===== src/rtl/sif_pkg.sv =====
package sif_pkg;

  localparam int SIF_ADDR_W = 8;

  typedef enum logic [1:0] {
    MODE_IDLE = 2'd0,
    MODE_WR   = 2'd1,
    MODE_RD   = 2'd2
  } mode_t;

  // Selector byte to frame type.
  function automatic mode_t sif_decode(input logic [SIF_ADDR_W-1:0] sel,
                                       input logic [SIF_ADDR_W-1:0] wr_sel,
                                       input logic [SIF_ADDR_W-1:0] rd_sel);
    if (sel == wr_sel)      return MODE_WR;
    else if (sel == rd_sel) return MODE_RD;
    else                    return MODE_IDLE;
  endfunction

  // Bits in one write frame: half image, mode fields, half flag.
  function automatic int sif_wr_len(input int disp_w, input int ctl_w);
    return disp_w / 2 + ctl_w + 1;
  endfunction

  // Bits in one read frame: keys plus acknowledge bit.
  function automatic int sif_rd_len(input int key_w);
    return key_w + 1;
  endfunction

endpackage


===== src/rtl/sif_pin_sync.sv =====
module sif_pin_sync #(
  parameter int N_PINS = 3,
  parameter int STAGES = 2
) (
  input  logic              clk,
  input  logic              rst_n,
  input  logic [N_PINS-1:0] pin_in,
  output logic [N_PINS-1:0] pin_sync
);

  for (genvar g = 0; g < N_PINS; g++) begin : g_pin
    logic [STAGES-1:0] chain_q;
    always_ff @(posedge clk or negedge rst_n) begin
      if (!rst_n) chain_q <= '0;
      else        chain_q <= {chain_q[STAGES-2:0], pin_in[g]};
    end
    assign pin_sync[g] = chain_q[STAGES-1];
  end

endmodule


===== src/rtl/sif_write_path.sv =====
module sif_write_path
  import sif_pkg::*;
#(
  parameter int DISP_W = 90,
  parameter int CTL_W  = 7
) (
  input  logic              clk,
  input  logic              rst_n,
  input  logic              frame_start,
  input  logic              shift_en,
  input  logic              bit_in,
  input  logic              frame_end,
  output logic [DISP_W-1:0] disp_q,
  output logic [CTL_W-1:0]  ctl_q
);

  localparam int HALF_W = DISP_W / 2;
  localparam int PAY_W  = sif_wr_len(DISP_W, CTL_W);
  localparam int CNT_W  = $clog2(PAY_W + 2);
  localparam logic [CNT_W-1:0] CNT_FULL = CNT_W'(PAY_W);
  localparam logic [CNT_W-1:0] CNT_OVER = CNT_W'(PAY_W + 1);

  logic [PAY_W-1:0] sr_q;
  logic [CNT_W-1:0] cnt_q;
  logic             commit_w;
  logic             upper_w;

  assign commit_w = frame_end && (cnt_q == CNT_FULL);
  assign upper_w  = sr_q[PAY_W-1];

  always_ff @(posedge clk or negedge rst_n) begin
    if (!rst_n) begin
      sr_q  <= '0;
      cnt_q <= '0;
    end else if (frame_start) begin
      cnt_q <= '0;
    end else if (shift_en) begin
      sr_q <= {bit_in, sr_q[PAY_W-1:1]};
      if (cnt_q != CNT_OVER) cnt_q <= cnt_q + 1'b1;
    end
  end

  always_ff @(posedge clk or negedge rst_n) begin
    if (!rst_n) begin
      disp_q <= '0;
      ctl_q  <= '0;
    end else if (commit_w) begin
      if (upper_w) begin
        disp_q[DISP_W-1:HALF_W] <= sr_q[HALF_W-1:0];
      end else begin
        disp_q[HALF_W-1:0] <= sr_q[HALF_W-1:0];
        ctl_q              <= sr_q[HALF_W +: CTL_W];
      end
    end
  end

  // The image only moves in the cycle after a frame end.
  p_commit_at_end_r2: assert property (@(posedge clk) disable iff (!rst_n)
    !$stable(disp_q) |-> $past(frame_end));

  // An upper-half frame end never touches the mode fields.
  p_ctl_kept_upper_r3: assert property (@(posedge clk) disable iff (!rst_n)
    (frame_end && upper_w) |=> $stable(ctl_q));

  // The bit counter saturates one past a full frame.
  p_cnt_bound_r4: assert property (@(posedge clk) disable iff (!rst_n)
    cnt_q <= CNT_OVER);

endmodule


===== src/rtl/sif_read_path.sv =====
module sif_read_path
  import sif_pkg::*;
#(
  parameter int KEY_W = 30
) (
  input  logic             clk,
  input  logic             rst_n,
  input  logic             load,
  input  logic             load_valid,
  input  logic             shift_en,
  input  logic [KEY_W-1:0] key_bits,
  input  logic             sleep_ack,
  output logic             out_bit
);

  localparam int RD_W = sif_rd_len(KEY_W);

  logic [RD_W-1:0] sr_q;

  always_ff @(posedge clk or negedge rst_n) begin
    if (!rst_n)        sr_q <= '1;
    else if (load)     sr_q <= load_valid ? {sleep_ack, key_bits} : '0;
    else if (shift_en) sr_q <= {1'b1, sr_q[RD_W-1:1]};
  end

  assign out_bit = sr_q[0];

  // A read opened without a pending request exposes no key data.
  p_zero_when_no_req_r6: assert property (@(posedge clk) disable iff (!rst_n)
    (load && !load_valid) |=> (sr_q == '0));

endmodule


===== src/rtl/keyled_serial_slave.sv =====
module keyled_serial_slave
  import sif_pkg::*;
#(
  parameter int                    DISP_W      = 90,
  parameter int                    KEY_W       = 30,
  parameter int                    CTL_W       = 7,
  parameter int                    SYNC_STAGES = 2,
  parameter logic [SIF_ADDR_W-1:0] WR_SEL      = 8'h42,
  parameter logic [SIF_ADDR_W-1:0] RD_SEL      = 8'h43
) (
  input  logic              clk,
  input  logic              rst_n,
  input  logic              chip_rst_n,
  input  logic              ser_clk,
  input  logic              ser_ce,
  input  logic              ser_di,
  output logic              ser_do_low,
  input  logic [KEY_W-1:0]  key_bits,
  input  logic              sleep_ack,
  input  logic              key_req,
  output logic              read_done,
  output logic [DISP_W-1:0] disp_bits,
  output logic [1:0]        sleep_mode,
  output logic [1:0]        keyout_sel,
  output logic [1:0]        port_sel,
  output logic              seg_off
);

  localparam int N_PINS = 3;

  // Synchronised pins and edge events.
  logic [N_PINS-1:0] pins_s;
  logic sclk_s, ce_s, di_s;
  logic sclk_p, ce_p;
  logic sclk_rise_w, sclk_fall_w, ce_rise_w, ce_fall_w;

  sif_pin_sync #(.N_PINS(N_PINS), .STAGES(SYNC_STAGES)) u_sync (
    .clk      (clk),
    .rst_n    (rst_n),
    .pin_in   ({ser_di, ser_ce, ser_clk}),
    .pin_sync (pins_s)
  );

  assign sclk_s = pins_s[0];
  assign ce_s   = pins_s[1];
  assign di_s   = pins_s[2];

  always_ff @(posedge clk or negedge rst_n) begin
    if (!rst_n) begin
      sclk_p <= 1'b0;
      ce_p   <= 1'b0;
    end else begin
      sclk_p <= sclk_s;
      ce_p   <= ce_s;
    end
  end

  assign sclk_rise_w = sclk_s & ~sclk_p;
  assign sclk_fall_w = ~sclk_s & sclk_p;
  assign ce_rise_w   = ce_s & ~ce_p;
  assign ce_fall_w   = ~ce_s & ce_p;

  // Selector capture and frame type.
  logic [SIF_ADDR_W-1:0] sel_q;
  mode_t                 mode_q;
  mode_t                 sel_mode_w;
  logic                  req_seen_q;

  assign sel_mode_w = sif_decode(sel_q, WR_SEL, RD_SEL);

  always_ff @(posedge clk or negedge rst_n) begin
    if (!rst_n) begin
      sel_q      <= '0;
      mode_q     <= MODE_IDLE;
      req_seen_q <= 1'b0;
    end else begin
      if (sclk_rise_w && !ce_s) sel_q <= {di_s, sel_q[SIF_ADDR_W-1:1]};
      if (ce_rise_w) begin
        mode_q     <= sel_mode_w;
        req_seen_q <= key_req;
      end else if (ce_fall_w) begin
        mode_q <= MODE_IDLE;
      end
    end
  end

  // Write side.
  logic             wr_shift_w, wr_end_w;
  logic [CTL_W-1:0] ctl_w;

  assign wr_shift_w = sclk_rise_w && ce_s && (mode_q == MODE_WR);
  assign wr_end_w   = ce_fall_w && (mode_q == MODE_WR);

  sif_write_path #(.DISP_W(DISP_W), .CTL_W(CTL_W)) u_wr (
    .clk         (clk),
    .rst_n       (rst_n),
    .frame_start (ce_rise_w),
    .shift_en    (wr_shift_w),
    .bit_in      (di_s),
    .frame_end   (wr_end_w),
    .disp_q      (disp_bits),
    .ctl_q       (ctl_w)
  );

  assign sleep_mode = ctl_w[1:0];
  assign keyout_sel = ctl_w[3:2];
  assign port_sel   = ctl_w[5:4];
  assign seg_off    = ctl_w[6];

  // Read side.
  logic rd_load_w, rd_shift_w, rd_bit_w;

  assign rd_load_w  = ce_rise_w && (sel_mode_w == MODE_RD);
  assign rd_shift_w = sclk_fall_w && ce_s && (mode_q == MODE_RD);

  sif_read_path #(.KEY_W(KEY_W)) u_rd (
    .clk        (clk),
    .rst_n      (rst_n),
    .load       (rd_load_w),
    .load_valid (key_req),
    .shift_en   (rd_shift_w),
    .key_bits   (key_bits),
    .sleep_ack  (sleep_ack),
    .out_bit    (rd_bit_w)
  );

  // Return line: request flag between frames, data during a read.
  always_comb begin
    if (!rst_n)     ser_do_low = 1'b0;
    else if (ce_s)  ser_do_low = (mode_q == MODE_RD) && !rd_bit_w;
    else            ser_do_low = key_req && chip_rst_n;
  end

  // Read-complete strobe to the key scanner.
  always_ff @(posedge clk or negedge rst_n) begin
    if (!rst_n) read_done <= 1'b0;
    else        read_done <= ce_fall_w && (mode_q == MODE_RD) && req_seen_q;
  end

  // Between frames no frame type is held.
  p_idle_between_frames_r1: assert property (@(posedge clk) disable iff (!rst_n)
    (!ce_s && !ce_fall_w) |-> (mode_q == MODE_IDLE));

  // The strobe is a single cycle.
  p_strobe_single_r9: assert property (@(posedge clk) disable iff (!rst_n)
    read_done |=> !read_done);

  // The strobe only follows the end of a frame.
  p_strobe_after_end_r9: assert property (@(posedge clk) disable iff (!rst_n)
    read_done |-> $past(ce_fall_w));

endmodule


===== config.mk =====
export PLATFORM = sky130hd
export DESIGN_NAME = keyled_serial_slave
export DESIGN_NICKNAME = d
export VERILOG_FILES = /design/src/rtl/sif_pkg.sv /design/src/rtl/sif_pin_sync.sv /design/src/rtl/sif_write_path.sv /design/src/rtl/sif_read_path.sv /design/src/rtl/keyled_serial_slave.sv
export SDC_FILE = /design/constraint.sdc
export NUM_CORES = 1
export LEC_CHECK = 0
export ABC_CLOCK_PERIOD_IN_PS = 2400
export BUFFER_PORTS_ARGS = -buffer_cell sky130_fd_sc_hd__buf_2
export CORE_MARGIN = 2
export CORE_UTILIZATION = 35
export DETAILED_ROUTE_END_ITERATION = 8
export PLACE_DENSITY_LB_ADDON = 0.15
export SETUP_SLACK_MARGIN = 0.5
export SKIP_LAST_GASP = 1
export SYNTH_ARGS = -nofsm -noshare
export SYNTH_HDL_FRONTEND = slang
export SYNTH_HIERARCHICAL = 1
export SYNTH_SLANG_ARGS = --single-unit
export TNS_END_PERCENT = 1

===== constraint.sdc =====
create_clock -name clk -period 2.4 [get_ports clk]
set_clock_uncertainty 0.15 [all_clocks]
set_input_delay 0.12 -clock clk [delete_from_list [all_inputs] [get_ports clk]]
set_output_delay 0.12 -clock clk [all_outputs]
set_load 0.005 [all_outputs]

### Yosys cells after proc, flatten, opt, wreduce, memory -nomap -nowiden

Cells that the tools add are included.

| storage, ports and cells | value |
|---|---|
| register bits | 207 |
| bits in latches | 0 |
| RAM bits | 0 |
| ROM bits | 0 |
| input port bits | 38 |
| output and inout port bits | 99 |
| logic and storage cells | 67 |
| memories | 0 |

| operators by class | value |
|---|---|
| add/subtract/negate cells | 1 |
| multiply operators | 0 |
| div/mod/pow operators | 0 |
| order comparisons | 0 |
| eq/ne operators | 7 |
| shift operators | 0 |
| multiplexer cells | 12 |
| bitwise gates (word level) | 10 |
| reductions and logical operators | 22 |

Operators by type and width:

| operator | count |
|---|---|
| $mux 31 | 3 |
| $mux 6 | 3 |
| $eq 8x7->1 const B | 2 |
| $logic_and 1x1->1 | 12 |
| $mux 2 | 4 |
| $reduce_and 2->1 | 4 |
| $reduce_bool 2->1 | 4 |
| $add 6x1->6 const B | 1 |
| $eq 6x6->1 const B | 1 |
| $ne 6x6->1 const B | 1 |
| $not 1->1 | 6 |
| $and 1x1->1 | 4 |
| $eq 2x2->1 const B | 2 |
| $eq 2x1->1 const B | 1 |
| $logic_not 1->1 | 2 |
| $mux 1 | 2 |

### Logic depth before layout (Yosys ltp)

| logic depth | value |
|---|---|
| depth in word-level cells | 6 |
| depth in mapped cells | 8 |

### Hierarchy

Netlist, hierarchy kept.

By module, submodules not included:

| module | times used | cells an instance | area an instance (sq um) |
|---|---|---|---|
| sif_write_path | 1 | 360 | 6144.6 |
| sif_read_path | 1 | 105 | 1507.7 |
| keyled_serial_slave | 1 | 45 | 629.4 |
| sif_pin_sync | 1 | 9 | 172.7 |

### Worst setup path after synthesis

OpenSTA, ideal clock, no wires.

| timing | value |
|---|---|
| path type | register to register |
| start point | register u_sync.g_pin[1].chain_q[1] |
| end point | register u_wr.ctl_q[0] |
| setup time | 0.125 ns |
| data arrival time | 1.805 ns |
| data required time | 2.125 ns |
| setup slack | 0.320 ns |
| cell stages (with the launch flop) | 9 |
| period minus slack after synthesis | 2.080 ns |
| path through | dfrtp_1 -> buf_4 -> inv_1 -> ha_1 -> and3b_1 -> nand2_1 -> nor3_4 -> buf_6 -> mux2_2 |

| on the way | value |
|---|---|
| word-level cells in the longest chain between the ends | 5 |

RTL lines:

| element | RTL line | RTL |
|---|---|---|
| from (decl) | sif_pin_sync.sv:12 | `logic [STAGES-1:0] chain_q;` |
| from (signal assigned) | sif_pin_sync.sv:15 | `else chain_q <= {chain_q[STAGES-2:0], pin_in[g]};` |
| $not 1->1 | keyled_serial_slave.sv:61 | `assign ce_fall_w = ~ce_s & ce_p;` |
| $and 1x1->1 | keyled_serial_slave.sv:61 |  |
| $logic_and 1x1->1 | keyled_serial_slave.sv:92 | `assign wr_end_w = ce_fall_w && (mode_q == MODE_WR);` |
| via wr_end_w | keyled_serial_slave.sv:88 | `logic wr_shift_w, wr_end_w;` |
| $logic_and 1x1->1 | sif_write_path.sv:28 | `assign commit_w = frame_end && (cnt_q == CNT_FULL);` |
| $reduce_and 2->1 (no source line) | -- |  |
| to (signal assigned) | sif_write_path.sv:52 | `ctl_q <= sr_q[HALF_W +: CTL_W];` |
| to (decl) | sif_write_path.sv:14 | `output logic [CTL_W-1:0] ctl_q` |

The timed path passes the listed nets, and every way through them passes these cells.
A chain may end at the register's enable or synchronous reset.

### Final worst setup path

| timing | value |
|---|---|
| start point | register u_sync.g_pin[1].chain_q[1] |
| end point | register u_wr.ctl_q[6] |

The elaborated chain is that of the path after synthesis.

==> impl_metrics.ini <==
[timing]
slew_headroom_pct = 49.9
setup-tns-final_ns = 0
rsz0062_at_grt = true
fmax_mhz = 504
setup_viol = 0
min_period_over_period_pct = 82.7
slew_viol_final = 0
worstMarginPinSlew_ns = 0.749
post-route-min-period_ns = 1.98
finalHoldViolCount = 0
whs_ns = 0.0899

[global_routing]
grt-ovfl-total = 0
grtUsageTotal_pct = 14.1
grt_pass1_wl_um = 29600
grt_max_degree = 95
antenna_found_initial = 0
grt_pass1_vias = 5415

[min_path]
hp-class = primary input to asynchronous set/reset pin

[critical_path]
start_kind = flop
crit_slowest_cell = dfrtp_2
worstPathArrival_ns = 2.22
criticalPathCategory = flop to flop
crit_path_end_kind = flop
critPathMaxFanout = 8
path_cells = inv_4 -> ha_4 -> and3b_2 -> nand2_2 -> nor3_4 -> buf_6 -> buf_12 -> buf_16 -> mux2_4
slowest_delay_ns = 0.42
cp.required_ns = 2.63

[power]
power.share.switching_pct = 21.2
clkPwrFrac_pct = 46.1
p_seq_share_pct = 50.1
peakVddDrop_uv = 342
p_sw_uw = 1540
power_density_mw_per_mm2 = 666
comb_power_share_pct = 3.8
p_int_uw = 5700
p_leak_uw = 0.00548

[floorplanning]
placementRows = 56
initial_core_util_pct = 35.8
die_w_um = 159
die-area_sq_mm = 0.0254
die_y_um = 159
io_pins = 137
fp.coreArea_sq_mm = 0.0236

[routing]
vias_per_cell = 4.72
drt_wl_total_um = 17700
firstDrtPassIters = 4
drc = 0
wire_per_inst_um = 16.9
ant_nets = 0
route.vias.total = 4946
drt_iter0_drc = 175

[clock_network]
htreeDepth = 1
clock-root-buffer = clkbuf_16
cts.sinks = 207
cts_tree = yes
path_clk_slew_ns = 0.06
cts_made_buffers = 23
cts_buffer_depth = 3
clk_latency_ns = 0.50

[synthesis]
synth-edff-count = 0
syn_area_per_cell_sq_um = 16.3
yosysWarnings = 6
synth_async_sr_flop_share_pct = 100
syn_inst = 519
synth_cell_types = 43
syn-num-nets = 562
synth_ff_type = dfrtp_1
ys_seq_elements = 207
ys_seq_area_share_pct = 61.7
syn-cell-area_sq_mm = 0.00845

[outcome]
outcome = complete, no violations

[placed_design]
routabilityCongestion = 0.746
hpwl_um = 10700
portBuffers = 136

[final_layout]
layout.nets = 755
drive_gt1_share_pct = 54.5
nFillCells = 2147
diodes = 0
synthToLayoutAreaGrowth_pct = 28.5

[job]
drv_cap = 0
power by group through the flow:
stage          registers (uW)  clock network, uW  logic, uW
2_1_floorplan            3670                  0        101
6_report                 3630               3330        277
4_1_cts                  3620               3470        286
3_3_place_gp             3680                  0        218
5_1_grt                  3630               3610        314
3_5_place_dp             3690                  0        225
path summary, 6_finish.rpt:
kind | from | to | slack (ns) | depth (start not counted)
setup / recovery | u_sync/g_pin[1].chain_q[1]$_DFF_PN0_ | u_wr/ctl_q[6]$_DFFE_PN0P_ | 0.42 | 9
max in group asynchronous | rst_n | u_sync/g_pin[1].chain_q[1]$_DFF_PN0_ | 0.80 | 3
min in group clk | ser_di | u_sync/g_pin[2].chain_q[0]$_DFF_PN0_ | 0.11 | 2
setup reg to reg | u_sync/g_pin[1].chain_q[1]$_DFF_PN0_ | u_wr/ctl_q[6]$_DFFE_PN0P_ | 0.42 | 9
hold reg to reg | u_sync/g_pin[0].chain_q[0]$_DFF_PN0_ | u_sync/g_pin[0].chain_q[1]$_DFF_PN0_ | 0.20 | 0
hold / removal | rst_n | sel_q[0]$_DFFE_PN0P_ | 0.09 | 3
cell usage in the layout, fill, tap and decap left out, types with 2 or more instances in the layout:
master,n
dfrtp_1,174
buf_2,135
mux2_2,97
mux2_4,58
dlygate4sd3_1,37
dfstp_2,31
mux2i_1,30
o2bb2ai_1,30
clkbuf_16,23
buf_12,12
clkbuf_8,8
buf_4,8
nand2_1,7
clkbuf_1,7
inv_1,5
a21oi_1,5
nor2_1,4
mux2_1,4
ha_1,3
buf_6,3
nand3_1,3
nand4bb_1,2
and4b_1,2
o41ai_1,2
clkinv_2,2
buf_16,2
dfrtp_2,2
nand4_1,2
o21ai_0,2
metal layers:
metal  part of all wire [%]  global-route usage, %  vias to the layer above
met3                    6.6                   4.14                       21
met1                     45                   18.9                     2532
met4                    1.4                   3.55                        0
met5                      0                      0                        -
li1                       -                      -                     2263
met2                     47                   22.7                      130
kinds of logic after synthesis:
logic type      synth area share (%)
buf+inv                         3.46
xor+xnor                       0.104
fa+ha+maj                      0.740
compound gates                  4.29
flops                           61.7
simple gates                    3.17
mux                             26.5
flip-flops by register name, indices dropped and copies added, names as in the netlist, 2 cells and up:
name                  cells
u_wr/sr_q                53
u_wr/cnt_q                6
mode_q                    2
u_wr/ctl_q                7
u_wr/disp_q              90
sel_q                     8
u_sync/g_pin.chain_q      6
u_rd/sr_q                31
cells in the mapped netlist (all sizes together) (4+ instances only):
master	n	area, sq um
ha	5	62.6
nor2	4	15.0
dfstp	31	815
a21oi	5	25.0
o2bb2ai	30	263
nand2	8	30.0
inv	6	22.5
mux2	159	1940
mux2i	30	300
clkbuf	5	18.8
buf	25	252
dfrtp	176	4400
worst max-delay path: cells and delay by family (launching register included):
family,cells,cell delay (ns)
multiplexers,1,0.30
AND/OR/NAND/NOR,3,0.43
buffers and inverters,4,0.46
flip-flops,1,0.42
adder cells (fa/ha/maj),1,0.11
per-stage QoR:
step / setup slack [ns] / instances / power, uW / cell area [sq um] / util, %
global placement: 0.226 / 958 / 3900 / 9570 / 40.5
detailed placement: 0.189 / 958 / 3910 / 9570 / 40.5
global route: 0.329 / 1047 / 7560 / 10900 / 46.0
floorplan: 0.357 / 519 / 3770 / 8510 / -
CTS: 0.413 / 1047 / 7380 / 10900 / 46.0
finish: 0.416 / 1047 / 7240 / 10900 / 46.0
layout make-up:
| class | count | area [sq um] | area share, % |
|---|---|---|---|
| inverter | 6 | 25.0 | 0.230 |
| tap | 319 | 399 | 3.67 |
| sequential | 207 | 5220 | 48.0 |
| multi-input combinational | 276 | 3050 | 28.0 |
| timing repair buffer | 198 | 1450 | 13.3 |
| clock buffer | 37 | 698 | 6.42 |
| clock inverter | 4 | 27.5 | 0.253 |
repair_timing:
action | in CTS | in global routing
pin swaps | 1 | 1
hold buffers | 38 | 0
endpoints found under the hold margin | 211 | 0
endpoints found under the setup margin | 114 | 116
resized for setup | 13 | 3
setup buffers | 8 | 0
gates cloned | 2 | 0
(Power assumes the default switching activity.)
